<file path="src/rtl/ddr_colseq_pkg.sv">
// Package: shared widths and helpers for the burst column sequencer.
// Assumes burst lengths of 2, 4 or 8, held as log2 values 1..3.
package ddr_colseq_pkg;

    localparam int OFF_W = 3;

    typedef logic [1:0]       lg_t;
    typedef logic [OFF_W-1:0] off_t;

    // Low-bit mask of the burst block for a log2 burst length.
    function automatic off_t lg_mask(input lg_t lg);
        case (lg)
            2'd1:    return 3'b001;
            2'd2:    return 3'b011;
            2'd3:    return 3'b111;
            default: return 3'b001;
        endcase
    endfunction

    // True when a three-bit length code is one of the legal ones.
    function automatic logic code_ok(input logic [2:0] code);
        return (code == 3'd1) || (code == 3'd2) || (code == 3'd3);
    endfunction

endpackage

</file>
<file path="src/rtl/ddr_colseq_mode.sv">
// Module: mode register decode.
// Holds the burst length (as log2) and the ordering. A load with a reserved
// length code is rejected as a whole and raises the error flag. The next
// legal load clears the flag. Bits above the ordering bit are not used.
module ddr_colseq_mode
    import ddr_colseq_pkg::*;
#(
    parameter int MODE_W = 13
) (
    input  logic              clk,
    input  logic              rst_n,
    input  logic              mrs_valid,
    input  logic [MODE_W-1:0] mrs_value,
    output lg_t               mode_lg,
    output logic              mode_itl,
    output logic              mode_err
);

    logic mode_unused;
    assign mode_unused = ^mrs_value[MODE_W-1:4];

    // Mode state update: take legal loads, flag reserved codes.
    always_ff @(posedge clk) begin
        if (!rst_n) begin
            mode_lg  <= 2'd1;
            mode_itl <= 1'b0;
            mode_err <= 1'b0;
        end else if (mrs_valid) begin
            if (code_ok(mrs_value[2:0])) begin
                mode_lg  <= mrs_value[1:0];
                mode_itl <= mrs_value[3];
                mode_err <= 1'b0;
            end else begin
                mode_err <= 1'b1;
            end
        end
    end

endmodule

</file>
<file path="src/rtl/ddr_colseq_bank.sv">
// Module: burst state for one bank.
// On a start it stores the aligned base, the start offset and the mode in
// force at that moment, and clears the beat count. Each accepted advance
// moves the count on by one. The offset is worked out from the start
// offset and the count. The bank is busy until its last beat has been shown.
module ddr_colseq_bank
    import ddr_colseq_pkg::*;
#(
    parameter int COL_W = 10
) (
    input  logic             clk,
    input  logic             rst_n,
    input  logic             start_hit,
    input  logic             adv_hit,
    input  logic [COL_W-1:0] start_col,
    input  lg_t              mode_lg,
    input  logic             mode_itl,
    output logic [COL_W-1:0] col,
    output logic             last,
    output logic             busy
);

    localparam int HI_W = COL_W - OFF_W;

    logic [COL_W-1:0] base_q;
    off_t             soff_q;
    off_t             cnt_q;
    lg_t              lg_q;
    logic             itl_q;
    logic             busy_q;

    off_t             smask;
    off_t             cmask;
    off_t             off;
    logic [COL_W-1:0] smask_w;

    assign smask   = lg_mask(mode_lg);
    assign smask_w = {{HI_W{1'b0}}, smask};
    assign cmask   = lg_mask(lg_q);

    // Per-bank burst state: start loads, an advance counts on.
    always_ff @(posedge clk) begin
        if (!rst_n) begin
            base_q <= '0;
            soff_q <= '0;
            cnt_q  <= '0;
            lg_q   <= 2'd1;
            itl_q  <= 1'b0;
            busy_q <= 1'b0;
        end else if (start_hit) begin
            base_q <= start_col & ~smask_w;
            soff_q <= start_col[OFF_W-1:0] & smask;
            cnt_q  <= '0;
            lg_q   <= mode_lg;
            itl_q  <= mode_itl;
            busy_q <= 1'b1;
        end else if (adv_hit && busy_q) begin
            cnt_q  <= cnt_q + 3'd1;
            busy_q <= ((cnt_q + 3'd1) != cmask);
        end
    end

    // Offset of the current beat for the ordering stored with the burst.
    always_comb begin
        if (itl_q) off = soff_q ^ cnt_q;
        else       off = (soff_q + cnt_q) & cmask;
    end

    assign col  = base_q | {{HI_W{1'b0}}, off};
    assign last = (cnt_q == cmask);
    assign busy = busy_q;

endmodule

</file>
<file path="src/rtl/ddr_colseq_out.sv">
// Module: output stage.
// Records which bank the last event hit and whether the event took effect.
// It then shows that bank's current beat, one cycle after the event.
module ddr_colseq_out #(
    parameter int COL_W  = 10,
    parameter int NB     = 4,
    parameter int BANK_W = 2
) (
    input  logic             clk,
    input  logic             rst_n,
    input  logic             evt,
    input  logic [BANK_W-1:0] evt_bank,
    input  logic [COL_W-1:0] col_arr [NB],
    input  logic             last_arr [NB],
    output logic             beat_valid,
    output logic [COL_W-1:0] beat_col,
    output logic             beat_last
);

    logic              valid_q;
    logic [BANK_W-1:0] sel_q;

    // Event capture: remember the bank that was touched.
    always_ff @(posedge clk) begin
        if (!rst_n) begin
            valid_q <= 1'b0;
            sel_q   <= '0;
        end else begin
            valid_q <= evt;
            if (evt) sel_q <= evt_bank;
        end
    end

    assign beat_valid = valid_q;
    assign beat_col   = col_arr[sel_q];
    assign beat_last  = valid_q & last_arr[sel_q];

endmodule

</file>
<file path="src/rtl/ddr_burst_colseq.sv">
// Module: DDR burst column address sequencer (top).
// Decodes the mode register, keeps one burst slot per bank, and shows the
// beat address of the bank touched by the last start or accepted advance.
// A start takes priority over any advance in the same cycle.
// Assumes COL_W > 3 and NB a power of two.
module ddr_burst_colseq
    import ddr_colseq_pkg::*;
#(
    parameter int COL_W  = 10,
    parameter int MODE_W = 13,
    parameter int NB     = 4,
    parameter int BANK_W = $clog2(NB)
) (
    input  logic              clk,
    input  logic              rst_n,
    input  logic              mrs_valid,
    input  logic [MODE_W-1:0] mrs_value,
    input  logic              start_valid,
    input  logic [BANK_W-1:0] start_bank,
    input  logic [COL_W-1:0]  start_col,
    input  logic              adv_valid,
    input  logic [BANK_W-1:0] adv_bank,
    output logic              beat_valid,
    output logic [COL_W-1:0]  beat_col,
    output logic              beat_last,
    output logic              mode_err
);

    lg_t               mode_lg;
    logic              mode_itl;
    logic [COL_W-1:0]  col_arr  [NB];
    logic              last_arr [NB];
    logic              busy_arr [NB];
    logic              evt;
    logic [BANK_W-1:0] evt_bank;

    ddr_colseq_mode #(.MODE_W(MODE_W)) mode_i (
        .clk       (clk),
        .rst_n     (rst_n),
        .mrs_valid (mrs_valid),
        .mrs_value (mrs_value),
        .mode_lg   (mode_lg),
        .mode_itl  (mode_itl),
        .mode_err  (mode_err)
    );

    for (genvar b = 0; b < NB; b++) begin : g_bank
        logic s_hit;
        logic a_hit;
        assign s_hit = start_valid && (start_bank == BANK_W'(b));
        assign a_hit = adv_valid && !start_valid && (adv_bank == BANK_W'(b));

        ddr_colseq_bank #(.COL_W(COL_W)) bank_i (
            .clk       (clk),
            .rst_n     (rst_n),
            .start_hit (s_hit),
            .adv_hit   (a_hit),
            .start_col (start_col),
            .mode_lg   (mode_lg),
            .mode_itl  (mode_itl),
            .col       (col_arr[b]),
            .last      (last_arr[b]),
            .busy      (busy_arr[b])
        );
    end

    // Event select: a start wins; an advance counts only on a busy bank.
    always_comb begin
        if (start_valid) begin
            evt      = 1'b1;
            evt_bank = start_bank;
        end else begin
            evt      = adv_valid && busy_arr[adv_bank];
            evt_bank = adv_bank;
        end
    end

    ddr_colseq_out #(.COL_W(COL_W), .NB(NB), .BANK_W(BANK_W)) out_i (
        .clk        (clk),
        .rst_n      (rst_n),
        .evt        (evt),
        .evt_bank   (evt_bank),
        .col_arr    (col_arr),
        .last_arr   (last_arr),
        .beat_valid (beat_valid),
        .beat_col   (beat_col),
        .beat_last  (beat_last)
    );

endmodule

</file>
<file path="config.mk">
export PLATFORM = sky130hd
export DESIGN_NAME = ddr_burst_colseq
export DESIGN_NICKNAME = d
export VERILOG_FILES = /design/src/rtl/ddr_colseq_pkg.sv /design/src/rtl/ddr_colseq_mode.sv /design/src/rtl/ddr_colseq_bank.sv /design/src/rtl/ddr_colseq_out.sv /design/src/rtl/ddr_burst_colseq.sv
export SDC_FILE = /design/constraint.sdc
export NUM_CORES = 1
export LEC_CHECK = 0
export BUFFER_PORTS_ARGS = -buffer_cell sky130_fd_sc_hd__buf_4
export CORE_MARGIN = 1
export CORE_UTILIZATION = 25
export DETAILED_ROUTE_END_ITERATION = 6
export SLEW_MARGIN = 40
export SYNTH_ARGS = -nofsm -noshare
export SYNTH_HDL_FRONTEND = slang
export SYNTH_SLANG_ARGS = --single-unit
export TNS_END_PERCENT = 1
</file>
<file path="constraint.sdc">
create_clock -name clk -period 2.3 [get_ports clk]
set_clock_uncertainty 0.1 [all_clocks]
set_input_delay 0.46 -clock clk [delete_from_list [all_inputs] [get_ports clk]]
set_output_delay 0.46 -clock clk [all_outputs]
set_load 0.02 [all_outputs]
</file>
# Word-level counts from Yosys, hierarchy flattened
# Index checks and enable logic that the tools add are counted.
# word_totals
ff_bits	87
latch_bits	0
ramBits	0
mem_bits_ro	0
in_bits	32
memories	0
# op_classes
addsub	8
mul	0
div_mod_pow	0
magnitude_cmp	2
eq_ne	27
shift	0
mux	29
bitwise_logic	19
reduce_logical	28
# ops
cell	count
10-bit by 3-bit bitwise OR with 10-bit output	4
3-bit one-hot mux with 2 select lines	5
2-bit == test, second input constant	14
10-bit binary-select mux with 2-bit select	1
10-bit 2-to-1 mux	2
3-bit AND	5
1-bit logical AND	14
1-bit 2-to-1 mux	14
3-bit by 1-bit adder with 3-bit output, second input constant	4
3-bit adder	4
3-bit == test	4
3-bit 2-to-1 mux	4
3-bit inequality test	4
3-bit bitwise XOR	4
10-bit AND	1
3-bit NOT with 10-bit output	1
2-bit nonzero test	4
2-bit OR reduction	4
3-bit by 2-bit == test with 1-bit output, second input constant	2
3-bit >= comparator, second input constant	2
2-bit NOT with 3-bit output	2
1-bit binary-select mux with 2-bit select	2
2-bit by 1-bit == test with 1-bit output, second input constant	2
2-bit logical NOT	2
other kinds (7)	8

# Longest topological paths before layout
# Gate-level depths: netlist of run 1.
# depth
word_depth	8
ltp_mapped	7
mapped_depth_nobuf	7

# By module
# A second synthesis of run 1 with hierarchy kept.
# hier_totals
hier_cells	475
hier_area_um2	4653.2
# modules_own_cells
module	instances	cells_each	area_each_um2	seq_area_each_um2
ddr_colseq_bank	4	104	996.0	380.4
ddr_colseq_out	1	22	372.9	60.1
ddr_colseq_mode	1	17	157.7	80.1
ddr_burst_colseq	1	20	138.9	0.0

# Worst setup path before layout of run 1
# Ideal clock, no wire load.
# synth_timing
path_type	reg2out
startpoint	reg g_bank[3].bank_i.cnt_q[0]
endpoint	out beat_col[1]
arrival_ps	1851
setup_slack_ps	-111
path_stages_with_launch	7
cell_sequence	dfxtp_1 ha_1 fa_1 nand2_1 o211ai_1 o21ai_0 o21ai_0
# synth_via
elab_chain_len	7
# synth_lines
element	line_no	rtl
from (decl)	ddr_colseq_bank.sv:27	off_t cnt_q;
from (signal assigned)	ddr_colseq_bank.sv:58	cnt_q <= cnt_q + 3'd1;
3-bit adder	ddr_colseq_bank.sv:66	else off = (soff_q + cnt_q) & cmask;
3-bit AND	ddr_colseq_bank.sv:66	
3-bit 2-to-1 mux	ddr_colseq_bank.sv:65	if (itl_q) off = soff_q ^ cnt_q;
10-bit by 3-bit bitwise OR with 10-bit output	ddr_colseq_bank.sv:69	assign col = base_q | {{HI_W{1'b0}}, off};
10-bit binary-select mux with 2-bit select	ddr_colseq_out.sv:35	assign beat_col = col_arr[sel_q];
10-bit 2-to-1 mux (not written as such) (2 in series)	ddr_colseq_out.sv:35	
to (decl)	ddr_burst_colseq.sv:24	output logic [COL_W-1:0] beat_col,
# No other way between the ends. The select of a mux whose other input is x is not followed.

# Worst setup path in the final report of run 1
# layout_timing
startpoint	reg g_bank[0].bank_i.cnt_q[0]
endpoint	out beat_col[1]
# layout_via
elab_chain_len	7
# layout_lines
element	line_no
from (decl)	ddr_colseq_bank.sv:27
from (signal assigned)	ddr_colseq_bank.sv:58
3-bit adder	ddr_colseq_bank.sv:66
3-bit AND	ddr_colseq_bank.sv:66
3-bit 2-to-1 mux	ddr_colseq_bank.sv:65
10-bit by 3-bit bitwise OR with 10-bit output	ddr_colseq_bank.sv:69
10-bit binary-select mux with 2-bit select	ddr_colseq_out.sv:35
10-bit 2-to-1 mux (not written as such) (2 in series)	ddr_colseq_out.sv:35
# No other way between the ends. The select of a mux whose other input is x is not followed.

==> reports/results.env, run 1 <==
OUTCOME='complete, but fails checks'
FAILED_CHECKS='setup timing'
DATA_ARRIVAL_TIME_OF_THE_WORST_PATH_NS=2.12
DR.FIRST_ITER.DRC_COUNT=238
P_COMB_FRAC=0.104
DP_HPWL_UM=7817
SYNTH-ASYNC-RESET-RATIO=0
PORT_BUFFER_CELLS=35
POSTCTSSETUPBUFFERS=0
GRT_ANTENNA_BEFORE_REPAIR=0
MIN_PERIOD_OVER_PERIOD=1.167
FF2FF_SETUP_SLACK_NS=0.64
CRITICALPATHCATEGORY='flip-flop to output pin'
ANT_NETS=0
POST_SYNTH_INSTANCE_AREA_SQ_UM=4086
GRT_OVERFLOW_TOTAL=0
TIGHTESTPINTRANSITION_NS=0.5097
TIMING.FINAL.MAX_SLEW_VIOLATIONS=0
ROWS=46
CRIT_PATH_END_KIND='output pin'
DIE_W_UM=129.9
TOTALNEGATIVESETUPSLACK_NS=-1.187
NUM-NETS-FINAL=586
WORST_SLACK_SETUP_FINAL_NS=-0.3833
POWER-PER-CELL-AREA_nW_PER_UM2=653.0
CRIT_PATH_START='g_bank[0].bank_i.cnt_q[0]$_SDFFE_PP0P_'
MIN_FROM='mrs_valid'
FIN_UTIL=0.3178
REQUIRED_NS=1.74
STANDARD_CELL_CORE_AREA_SQ_UM=15940
GLOBAL_ROUTE_WIRE_LENGTH_BEFORE_REPAIR_UM=17390
HOLD_VIOL_FINAL=0
WORSTREG2REGEND='g_bank[1].bank_i.busy$_SDFFE_PN0P_'
YOSYSWARNINGCOUNT=0
AREA_GROWTH_SYN_TO_LAYOUT_PCT=24.00
DETAILEDROUTE.FIRSTPASSITERATIONCOUNT=4
GRT_MAX_DEGREE=33
WHS_NS=0.2442
TOP_LEVEL_PORTS=45
CTS_INSERTED_BUFFERS=9
DIE_H_UM=129.9
SYNTH_SEQUENTIAL_AREA_RATIO=0.4066
ROUTE.DETAILED.VIAS_PER_INST=4.682
CTS-HTREE-LEVELS=3
FMAX_GHz=0.3727
DRC_ERRORS=0
SYNTH_NETS=542
N_ANTENNA_CELL=0
SYNTH-EDFF-COUNT=0
DETAIL_ROUTE.WIRELENGTH_UM=10930
FINAL_LAYOUT_SIZE_SUFFIX_GT1_FRAC=0.2044
FP.DIEAREA_SQ_UM=16860
SYNTH.AVG_CELL_AREA_SQ_UM=8.272
FINALSETUPVIOLCOUNT=9
MULTI_INPUT_COMB_AREA_SQ_UM=2258
TOTAL_NUMBER_OF_VIAS=3554
DP_WORST_SETUP_SLACK_NS=-0.2263
TIMING.REG2REG.WORST_PATH_DEPTH=6
POWER_FRAC_CLOCK=0.439
TOTAL_POWER_uW=3309
PWR-SHARE-SEQ=0.457
START_UTIL=0.2563
TIMING.SLEW.HEADROOM=0.6602
CRITICAL_PATH_PEAK_FANOUT=2
YOSYSUNIQUECELLTYPES=52
CRITICAL_PATH.REG2REG.STARTPOINT='g_bank[1].bank_i.cnt_q[1]$_SDFFE_PP0P_'
PEAKVDDDROP_mV=0.3721
CTS_ROOT_BUF='clkbuf_16'
POST_SYNTHESIS_CELL_COUNT=494
SYNTH-MAIN-FF-CELL='dfxtp_1'
CTS_MAX_PATH_BUFFERS=2
WORST_HOLD_PATH_TYPE='input port to flip-flop'
GP_WEIGHTED_CONGESTION=0.7855
KIND_OF_LAUNCH_POINT_OF_THE_WORST_SETUP_PATH='flip-flop'
INSERTION_DELAY_NS=0.35
POWER_SWITCHING_SHARE=0.2470
UNREPAIRED_SETUP_ENDPOINTS_AFTER_GLOBAL_ROUTING='yes'
WORST_SETUP_HOLD_PATH_CLK_SLEW_NS=0.06
CRIT_PATH_TO='beat_col[1]'
NETSWITCHINGPOWER_uW=817.3
WIRE_PER_INST_UM=14.40
CTS_TREE='yes'
CLOCK_SINKS=83
MAXCAPVIOLCOUNT=0
SYNTH_SEQ_CELLS=83
TIMING.FINAL.CRIT_PERIOD_NS=2.683
LAYOUT.FILLER_CELLS=1686
GRTUSAGETOTAL=0.1368
POWER.INTERNAL_uW=2492
REGAREA_SQ_UM=1664
VIA_COUNT_OF_THE_FIRST_GLOBAL_ROUTING_PASS=3243
CELLLEAKAGEPOWER_uW=0.001912
## flip-flops by register name, indices dropped and copies added, names as in the netlist
name                  count
g_bank.bank_i.soff_q     12
g_bank.bank_i.busy        4
g_bank.bank_i.base_q     36
g_bank.bank_i.cnt_q      12
mode_i.mode_lg            2
g_bank.bank_i.itl_q       4
mode_i.mode_itl           1
out_i.sel_q               2
out_i.beat_valid          1
mode_i.mode_err           1
g_bank.bank_i.lg_q        8
## metrics by stage
stage          instance area (sq um)  cells
2_1_floorplan                   4086    494
3_3_place_gp                    4722    743
3_5_place_dp                    4722    743
6_report                        5067    759
4_1_cts                         5051    759
5_1_grt                         5067    759
## synthesized netlist by cell type (all sizes together), types with 4 or more instances
| cell type | count | area [sq um] |
|---|---|---|
| nor3b | 4 | 40.03 |
| dfxtp | 83 | 1662 |
| o21ai | 7 | 35.03 |
| nor3 | 5 | 25.02 |
| mux2i | 7 | 70.07 |
| nand4 | 4 | 25.02 |
| a21oi | 63 | 319.1 |
| xnor2 | 14 | 122.6 |
| clkbuf | 17 | 63.81 |
| nor2 | 20 | 75.07 |
| nand2 | 136 | 510.5 |
| nand3 | 15 | 75.07 |
| inv | 14 | 52.55 |
| xor2 | 4 | 35.03 |
| buf | 17 | 86.33 |
| fa | 4 | 80.08 |
| nor2b | 5 | 31.28 |
| ha | 12 | 150.1 |
| nand2b | 5 | 31.28 |
| a31oi | 4 | 25.02 |
| mux4 | 9 | 202.7 |
## power by group through the flow
stage	combinational [uW]	clock [uW]	sequential, uW
2_1_floorplan	195	0	1530
3_3_place_gp	336	0	1540
3_5_place_dp	338	0	1540
4_1_cts	347	1480	1510
5_1_grt	374	1530	1520
6_report	344	1450	1510
## area by class of cell
type                            instances  share of cell area
Clock buffer                           11             0.04790
Clock inverter                          5             0.01037
Inverter                               14             0.01037
Multi-Input combinational cell        363              0.4457
Sequential cell                        83              0.3284
Tap cell                              216             0.05333
Timing Repair Buffer                   67              0.1040
## logic make-up (layout without fill, tap and decap cells)
family | count (synthesis) | count (layout) | synth area share
fa+ha+maj | 16 | 16 | 0.05634
flops | 83 | 83 | 0.4066
simple gates | 212 | 212 | 0.2336
mux | 16 | 16 | 0.06675
xor+xnor | 18 | 18 | 0.03858
buf+inv | 48 | 97 | 0.04960
compound gates | 101 | 101 | 0.1485
## repair_timing
item / in CTS / in global routing
gates cloned: 0 / 0
pin swaps: 4 / 2
resized for setup: 13 / 5
endpoints found under the setup margin: 10 / 9
hold endpoints to repair: 0 / 0
hold buffers: 0 / 0
## per-layer routing
metal | wire, um | GRT usage
met1 | 5205 | 0.1849
met4 | 285 | 0.06840
met3 | 365 | 0.02419
met5 | 0 | 0
met2 | 5077 | 0.2095
## cell usage in the layout, fill, tap and decap left out, types with 3 or more instances in the layout
cell | Yosys | layout
buf_6 | 0 | 3
inv_1 | 13 | 12
xor2_1 | 4 | 4
nand4_1 | 4 | 4
clkinv_2 | 0 | 3
o21ai_0 | 7 | 4
nor2_1 | 20 | 20
nor2b_1 | 5 | 5
ha_1 | 12 | 11
a31oi_1 | 4 | 4
clkbuf_16 | 0 | 9
buf_4 | 1 | 63
nor3b_2 | 2 | 3
nand3b_1 | 3 | 3
nor3_1 | 5 | 5
a21oi_1 | 62 | 62
nand3_1 | 15 | 15
mux2i_1 | 7 | 7
dfxtp_1 | 83 | 81
nand2b_1 | 5 | 5
nand4bb_1 | 3 | 3
xnor2_1 | 14 | 14
nand2_1 | 136 | 136
mux4_2 | 9 | 9
o211ai_1 | 3 | 3
a31o_2 | 3 | 3
and3_1 | 3 | 3
## worst max-delay path, stage by stage, from the launching register on
cell	delay (ns)
dfxtp_1	0.33
ha_1	0.18
inv_2	0.04
fa_1	0.45
nor3b_2	0.20
a2111oi_2	0.06
a311o_1	0.30
o21ai_2	0.09
buf_6	0.14
## worst min-delay path by stage
stage                                              endpoint  cells after the start
global placement    g_bank[3].bank_i.base_q[7]$_SDFFE_PN0P_                      2
detailed placement  g_bank[3].bank_i.base_q[6]$_SDFFE_PN0P_                      2
global route                   mode_i.mode_err$_SDFFE_PN0P_                      2
floorplan           g_bank[3].bank_i.base_q[2]$_SDFFE_PN0P_                      2
finish                         mode_i.mode_err$_SDFFE_PN0P_                      2
CTS                            mode_i.mode_err$_SDFFE_PN0P_                      2
Note: power is estimated with default switching activity, not from simulation.
==> run 2, diff against run 1 <==
- clock period: 2.3 -> 2.62 ns (I/O delays scaled with it)
==> reports/results.env, run 2 (same netlist as run 1, synthesis figures left out) <==
TOTAL_NUMBER_OF_VIAS=3473
GRTUSAGETOTAL=0.1386
GP_WEIGHTED_CONGESTION=0.8040
DETAIL_ROUTE.WIRELENGTH_UM=10900
REQUIRED_NS=2.00
TOP_REGS='g_bank.bank_i.base_q: 36 flops, g_bank.bank_i.cnt_q: 12 flops, g_bank.bank_i.soff_q: 12 flops'
UNREPAIRED_SETUP_ENDPOINTS_AFTER_GLOBAL_ROUTING='yes'
PEAKVDDDROP_mV=0.2596
FINALSETUPVIOLCOUNT=3
DP_HPWL_UM=7789
POWER.INTERNAL_uW=2079
CRITICALPATHCATEGORY='flip-flop to output pin'
FINAL_LAYOUT_SIZE_SUFFIX_GT1_FRAC=0.1985
WORST_HOLD_PATH_TYPE='input port to flip-flop'
FMAX_GHz=0.3701
STANDARD_CELL_CORE_AREA_SQ_UM=15940
NETSWITCHINGPOWER_uW=760.9
WORSTREG2REGEND='g_bank[1].bank_i.busy$_SDFFE_PN0P_'
MAXCAPVIOLCOUNT=0
CTS_ROOT_BUF='clkbuf_16'
FINAL-INSTANCE-COUNT-EXCL-FILL=750
DP_WORST_SETUP_SLACK_NS=-0.01892
TIMING.REG2REG.WORST_PATH_DEPTH=6
WORST_HOLD_PATH.NUM_CELLS=2
TOP_LEVEL_PORTS=45
POWER_SWITCHING_SHARE=0.2679
PLACE.DETAILED.INSTANCES=734
HOLD_VIOL_FINAL=0
CRITICAL_PATH.REG2REG.STARTPOINT='g_bank[1].bank_i.cnt_q[1]$_SDFFE_PP0P_'
DRC_ERRORS=0
TIMING.FINAL.CRIT_PERIOD_NS=2.702
ANT_NETS=0
CTS-HTREE-LEVELS=3
TIMING.FINAL.MAX_SLEW_VIOLATIONS=0
GRT_OVERFLOW_TOTAL=0
AREA_GROWTH_SYN_TO_LAYOUT_PCT=22.29
WORST_HOLD_ENDPOINT='mode_i.mode_err$_SDFFE_PN0P_'
MOST_COMMON_CELL_AFTER_LAYOUT_FILL_AND_TAPS_ASIDE='nand2_1'
REGAREA_SQ_UM=1665
OUTCOME='complete, but fails checks'
ROUTE.DETAILED.VIAS_PER_INST=4.631
POSTCTSSETUPBUFFERS=0
MULTI_INPUT_COMB_AREA_SQ_UM=2275
FF2FF_SETUP_SLACK_NS=0.95
CLOCK_SINKS=83
WHS_NS=0.3081
DETAILEDROUTE.FIRSTPASSITERATIONCOUNT=4
ROWS=46
DR.FIRST_ITER.DRC_COUNT=176
CELLLEAKAGEPOWER_uW=0.001847
DIE_W_UM=129.9
MIN_PERIOD_OVER_PERIOD=1.031
FP.DIEAREA_SQ_UM=16860
LARGEST_REGISTER_FFS=36
WIRE_PER_INST_UM=14.54
CRITICAL_PATH_PEAK_FANOUT=2
GRT_ANTENNA_BEFORE_REPAIR=0
GRT_MAX_DEGREE=35
LAYOUT.FILLER_CELLS=1704
CTS_MAX_PATH_BUFFERS=2
FAILED_CHECKS='setup timing'
DIE_H_UM=129.9
P_COMB_FRAC=0.104
TIGHTESTPINTRANSITION_NS=0.7098
FINAL_CELL_MIX='136 x nand2_1, 80 x dfxtp_1, 62 x a21oi_1, 56 x buf_4, 20 x nor2_1'
CRIT_PATH_END_KIND='output pin'
FIN_UTIL=0.3135
KIND_OF_LAUNCH_POINT_OF_THE_WORST_SETUP_PATH='flip-flop'
REGISTERS.TOP_BY_FF_COUNT='g_bank.bank_i.base_q'
CTS_INSERTED_BUFFERS=9
PWR-SHARE-SEQ=0.468
GLOBAL_ROUTE_WIRE_LENGTH_BEFORE_REPAIR_UM=17640
WORST_SLACK_SETUP_FINAL_NS=-0.08175
CTS_TREE='yes'
INSERTION_DELAY_NS=0.34
POWER-PER-CELL-AREA_nW_PER_UM2=568.4
START_UTIL=0.2563
DATA_ARRIVAL_TIME_OF_THE_WORST_PATH_NS=2.08
PORT_BUFFER_CELLS=35
NUM-NETS-FINAL=577
VIA_COUNT_OF_THE_FIRST_GLOBAL_ROUTING_PASS=3227
TIMING.SLEW.HEADROOM=0.5257
N_ANTENNA_CELL=0
POWER_FRAC_CLOCK=0.428
WORST_SETUP_HOLD_PATH_CLK_SLEW_NS=0.07
MIN_FROM='mrs_valid'
==> run 2: changes by cell type in the layout (fill, tap and decap cells not counted), sizes merged <==
cell	delta
bufinv	-1
clkinvlp	+2
clkinv	-3
buf	-9
clkbuf	-2
inv	+4
==> run 2: layout make-up <==
class                           count  share of cell area
Sequential cell                    83              0.3333
Inverter                           14             0.01052
Multi-Input combinational cell    363              0.4552
Clock inverter                      7             0.01152
Clock buffer                        9             0.04507
Tap cell                          216             0.05408
Timing Repair Buffer               58             0.09039
==> run 2: power by group through the flow <==
stage | Combinational [uW] | Clock [uW] | Sequential [uW]
5_1_grt | 322 | 1290 | 1340
3_3_place_gp | 288 | 0 | 1360
2_1_floorplan | 171 | 0 | 1350
3_5_place_dp | 290 | 0 | 1360
4_1_cts | 299 | 1240 | 1330
6_report | 295 | 1210 | 1330
==> run 2: critical path, stage by stage, from the launching register on <==
cell	delay [ns]
dfxtp_2	0.35
ha_4	0.13
inv_2	0.03
fa_1	0.44
nor3b_2	0.21
a2111oi_2	0.06
a311o_1	0.31
o21ai_2	0.09
buf_6	0.14
==> run 2: metrics by stage <==
stage          instance area (sq um)  power [uW]  TNS (ns)
6_report                        4997        2840   -0.1599
5_1_grt                         4997        2947   -0.4311
4_1_cts                         4982        2866   -0.2360
3_5_place_dp                    4654        1648  -0.01892
3_3_place_gp                    4654        1646         0
2_1_floorplan                   4086        1516         0
==> run 2: worst max-delay path by stage <==
stage / slack, ns / startpoint / depth (start not counted) / to
6_report: -0.08 / g_bank[0].bank_i.cnt_q[0]$_SDFFE_PP0P_ / 8 / beat_col[1]
5_1_grt: -0.19 / g_bank[0].bank_i.cnt_q[0]$_SDFFE_PP0P_ / 8 / beat_col[1]
4_1_cts: -0.12 / g_bank[0].bank_i.cnt_q[0]$_SDFFE_PP0P_ / 8 / beat_col[1]
3_5_place_dp: -0.02 / g_bank[0].bank_i.soff_q[0]$_SDFFE_PN0P_ / 8 / beat_col[1]
3_3_place_gp: 0.01 / g_bank[0].bank_i.cnt_q[0]$_SDFFE_PP0P_ / 8 / beat_col[1]
2_1_floorplan: 0.14 / g_bank[3].bank_i.cnt_q[0]$_SDFFE_PP0P_ / 6 / beat_col[1]
==> run 2: per-layer routing <==
layer | GRT usage | vias to the layer above | share of wire
met3 | 0.02460 | 8 | 0.048
met5 | 0 | - | 0
met1 | 0.1887 | 1634 | 0.48
li1 | - | 1763 | -
met2 | 0.2224 | 68 | 0.46
met4 | 0.04309 | 0 | 0.011
==> run 2: timing repair <==
| item | 4_1_cts | 5_1_grt |
|---|---|---|
| endpoints found under the setup margin | 3 | 3 |
| pin swaps | 4 | 2 |
| gates resized for setup | 16 | 5 |
| hold buffers | 0 | 0 |
| gates cloned | 0 | 0 |
==> run 3, diff against run 2 <==
- CAP_MARGIN: not set -> 20
- CELL_PAD_IN_SITES_DETAIL_PLACEMENT: not set -> 1
- CELL_PAD_IN_SITES_GLOBAL_PLACEMENT: not set -> 1
- PLACE_DENSITY_LB_ADDON: not set -> 0.1
==> reports/results.env, run 3 (same netlist as run 1, synthesis figures left out) <==
OUTCOME='complete, but fails checks'
FAILED_CHECKS='setup timing'
TIMING.FINAL.MAX_SLEW_VIOLATIONS=0
REGISTERS.TOP_BY_FF_COUNT='g_bank.bank_i.base_q'
CRITICAL_PATH_PEAK_FANOUT=2
FP.DIEAREA_SQ_UM=16860
WORST_HOLD_PATH.NUM_CELLS=3
WORST_SETUP_HOLD_PATH_CLK_SLEW_NS=0.06
FINAL_CELL_MIX='136 x nand2_1, 79 x dfxtp_1, 62 x a21oi_1, 57 x buf_4, 20 x nor2_1'
POWER-PER-CELL-AREA_nW_PER_UM2=599.4
CTS_TREE='yes'
GRTUSAGETOTAL=0.1672
MIN_FROM='mrs_value[3]'
START_UTIL=0.2563
CLOCK_SINKS=83
REGAREA_SQ_UM=1667
CRIT_PATH_END_KIND='output pin'
HOLD_VIOL_FINAL=0
FINAL-INSTANCE-COUNT-EXCL-FILL=750
TIGHTESTPINTRANSITION_NS=0.5569
DATA_ARRIVAL_TIME_OF_THE_WORST_PATH_NS=2.11
STANDARD_CELL_CORE_AREA_SQ_UM=15940
WORSTREG2REGEND='g_bank[1].bank_i.busy$_SDFFE_PN0P_'
N_ANTENNA_CELL=0
MIN_PERIOD_OVER_PERIOD=1.044
TIMING.FINAL.CRIT_PERIOD_NS=2.735
CTS_INSERTED_BUFFERS=9
TOP_REGS='g_bank.bank_i.base_q: 36 flops, g_bank.bank_i.cnt_q: 12 flops, g_bank.bank_i.soff_q: 12 flops'
FMAX_GHz=0.3656
GP_WEIGHTED_CONGESTION=0.8002
CTS_MAX_PATH_BUFFERS=2
ROWS=46
WORSTPATHBUFFERINVERTERCOUNT=2
ROUTE.DETAILED.VIAS_PER_INST=4.739
VIA_COUNT_OF_THE_FIRST_GLOBAL_ROUTING_PASS=3656
DETAIL_ROUTE.WIRELENGTH_UM=12960
FF2FF_SETUP_SLACK_NS=0.86
ANT_NETS=0
CRITICALPATHCATEGORY='flip-flop to output pin'
KIND_OF_LAUNCH_POINT_OF_THE_WORST_SETUP_PATH='flip-flop'
MULTI_INPUT_COMB_AREA_SQ_UM=2245
WORST_SLACK_SETUP_FINAL_NS=-0.1151
AREA_GROWTH_SYN_TO_LAYOUT_PCT=22.60
MOST_COMMON_CELL_AFTER_LAYOUT_FILL_AND_TAPS_ASIDE='nand2_1'
WIRE_PER_INST_UM=17.28
DRC_ERRORS=0
UNREPAIRED_SETUP_ENDPOINTS_AFTER_GLOBAL_ROUTING='yes'
LAYOUT.FILLER_CELLS=1901
CRITICAL_PATH_CELL_BY_CELL='ha_1 -> inv_1 -> fa_1 -> nor3b_2 -> a2111oi_1 -> a311o_1 -> o21ai_2 -> buf_6'
DETAILEDROUTE.FIRSTPASSITERATIONCOUNT=4
MAXCAPVIOLCOUNT=0
CTS-HTREE-LEVELS=3
FINALSETUPVIOLCOUNT=3
INSERTION_DELAY_NS=0.34
DIE_H_UM=129.9
POSTCTSSETUPBUFFERS=0
GRT_OVERFLOW_TOTAL=0
WORST_HOLD_ENDPOINT='mode_i.mode_itl$_SDFFE_PN0P_'
FINAL_LAYOUT_SIZE_SUFFIX_GT1_FRAC=0.1910
TIMING.SLEW.HEADROOM=0.6254
LARGEST_REGISTER_FFS=36
WHS_NS=0.3187
SLOWEST_DELAY_NS=0.42
PEAKVDDDROP_mV=0.2829
DR.FIRST_ITER.DRC_COUNT=165
TOP_LEVEL_PORTS=45
TIMING.REG2REG.WORST_PATH_DEPTH=6
CTS_ROOT_BUF='clkbuf_16'
SLOWEST_STAGE='fa_1'
CRITICAL_PATH.REG2REG.STARTPOINT='g_bank[1].bank_i.cnt_q[0]$_SDFFE_PP0P_'
CRITICAL-PATH-TOP-DELAY-FAMILY='adder cells'
DIE_W_UM=129.9
PLACE.DETAILED.INSTANCES=735
REQUIRED_NS=2.00
GRT_MAX_DEGREE=43
CELLLEAKAGEPOWER_uW=0.001876
GRT_ANTENNA_BEFORE_REPAIR=0
WORST_HOLD_PATH_TYPE='input port to flip-flop'
PORT_BUFFER_CELLS=35
DP_HPWL_UM=9344
GLOBAL_ROUTE_WIRE_LENGTH_BEFORE_REPAIR_UM=20750
TOTAL_NUMBER_OF_VIAS=3554
CTS_HOLD_REPAIR.BUFFERS=0
NUM-NETS-FINAL=578
run 3: routing by layer:
layer / GRT usage / vias to the layer above / part of all wire
met5: 0 / - / 0
li1: - / 1767 / -
met3: 0.02255 / 12 / 0.028
met2: 0.2831 / 56 / 0.48
met4: 0.06361 / 0 / 0.016
met1: 0.2157 / 1719 / 0.48
run 3: where the power goes:
part | leakage [uW] | internal (uW) | switching (uW) | total [uW]
clock network | 0.000154 | 852 | 522 | 1370
logic | 0.00105 | 124 | 174 | 298
registers | 0.000676 | 1300 | 32.1 | 1330
total | 0.00188 | 2270 | 728 | 3000
run 3: through the flow:
stage          setup slack, ns    util   TNS, ns  total power (uW)  instance area [sq um]
2_1_floorplan           0.1446       -         0              1516                   4086
3_3_place_gp           0.03600  0.2924         0              1655                   4662
3_5_place_dp          -0.01091  0.2924  -0.01091              1659                   4662
4_1_cts                -0.1732  0.3142   -0.2619              3069                   5010
5_1_grt                -0.2106  0.3142   -0.4408              3146                   5010
6_report               -0.1151  0.3142   -0.1640              3003                   5010
run 3: final cells by class:
class,instances,area share
multi-input cells,363,0.4481
flip-flops and latches,83,0.3327
repair buffers,59,0.09166
well taps,216,0.05395
clock buffers,10,0.04770
clock inverters,5,0.01548
inverters,14,0.01049
run 3: repair_timing:
action,in CTS,in global routing
resized for setup,15,1
setup endpoints to repair,3,3
hold endpoints to repair,0,0
pin swaps,3,0
run 3: worst register-to-register path, cell delays in order, from the launching register on:
cell      delay, ns
dfxtp_1        0.31
buf_4          0.15
ha_1           0.23
xnor2_1        0.22
a31oi_1        0.09
nor4bb_1       0.40
o22ai_1        0.14
run 3: worst max path at each step:
stage / startpoint / endpoint / slack, ns / depth (start not counted)
after global routing: g_bank[0].bank_i.cnt_q[0]$_SDFFE_PP0P_ / beat_col[1] / -0.21 / 8
after CTS: g_bank[0].bank_i.cnt_q[0]$_SDFFE_PP0P_ / beat_col[1] / -0.17 / 8
after global placement: g_bank[0].bank_i.cnt_q[0]$_SDFFE_PP0P_ / beat_col[1] / 0.04 / 8
after detailed placement: g_bank[0].bank_i.cnt_q[0]$_SDFFE_PP0P_ / beat_col[1] / -0.01 / 8
final: g_bank[0].bank_i.cnt_q[0]$_SDFFE_PP0P_ / beat_col[1] / -0.12 / 8
after floorplan: g_bank[3].bank_i.cnt_q[0]$_SDFFE_PP0P_ / beat_col[1] / 0.14 / 6
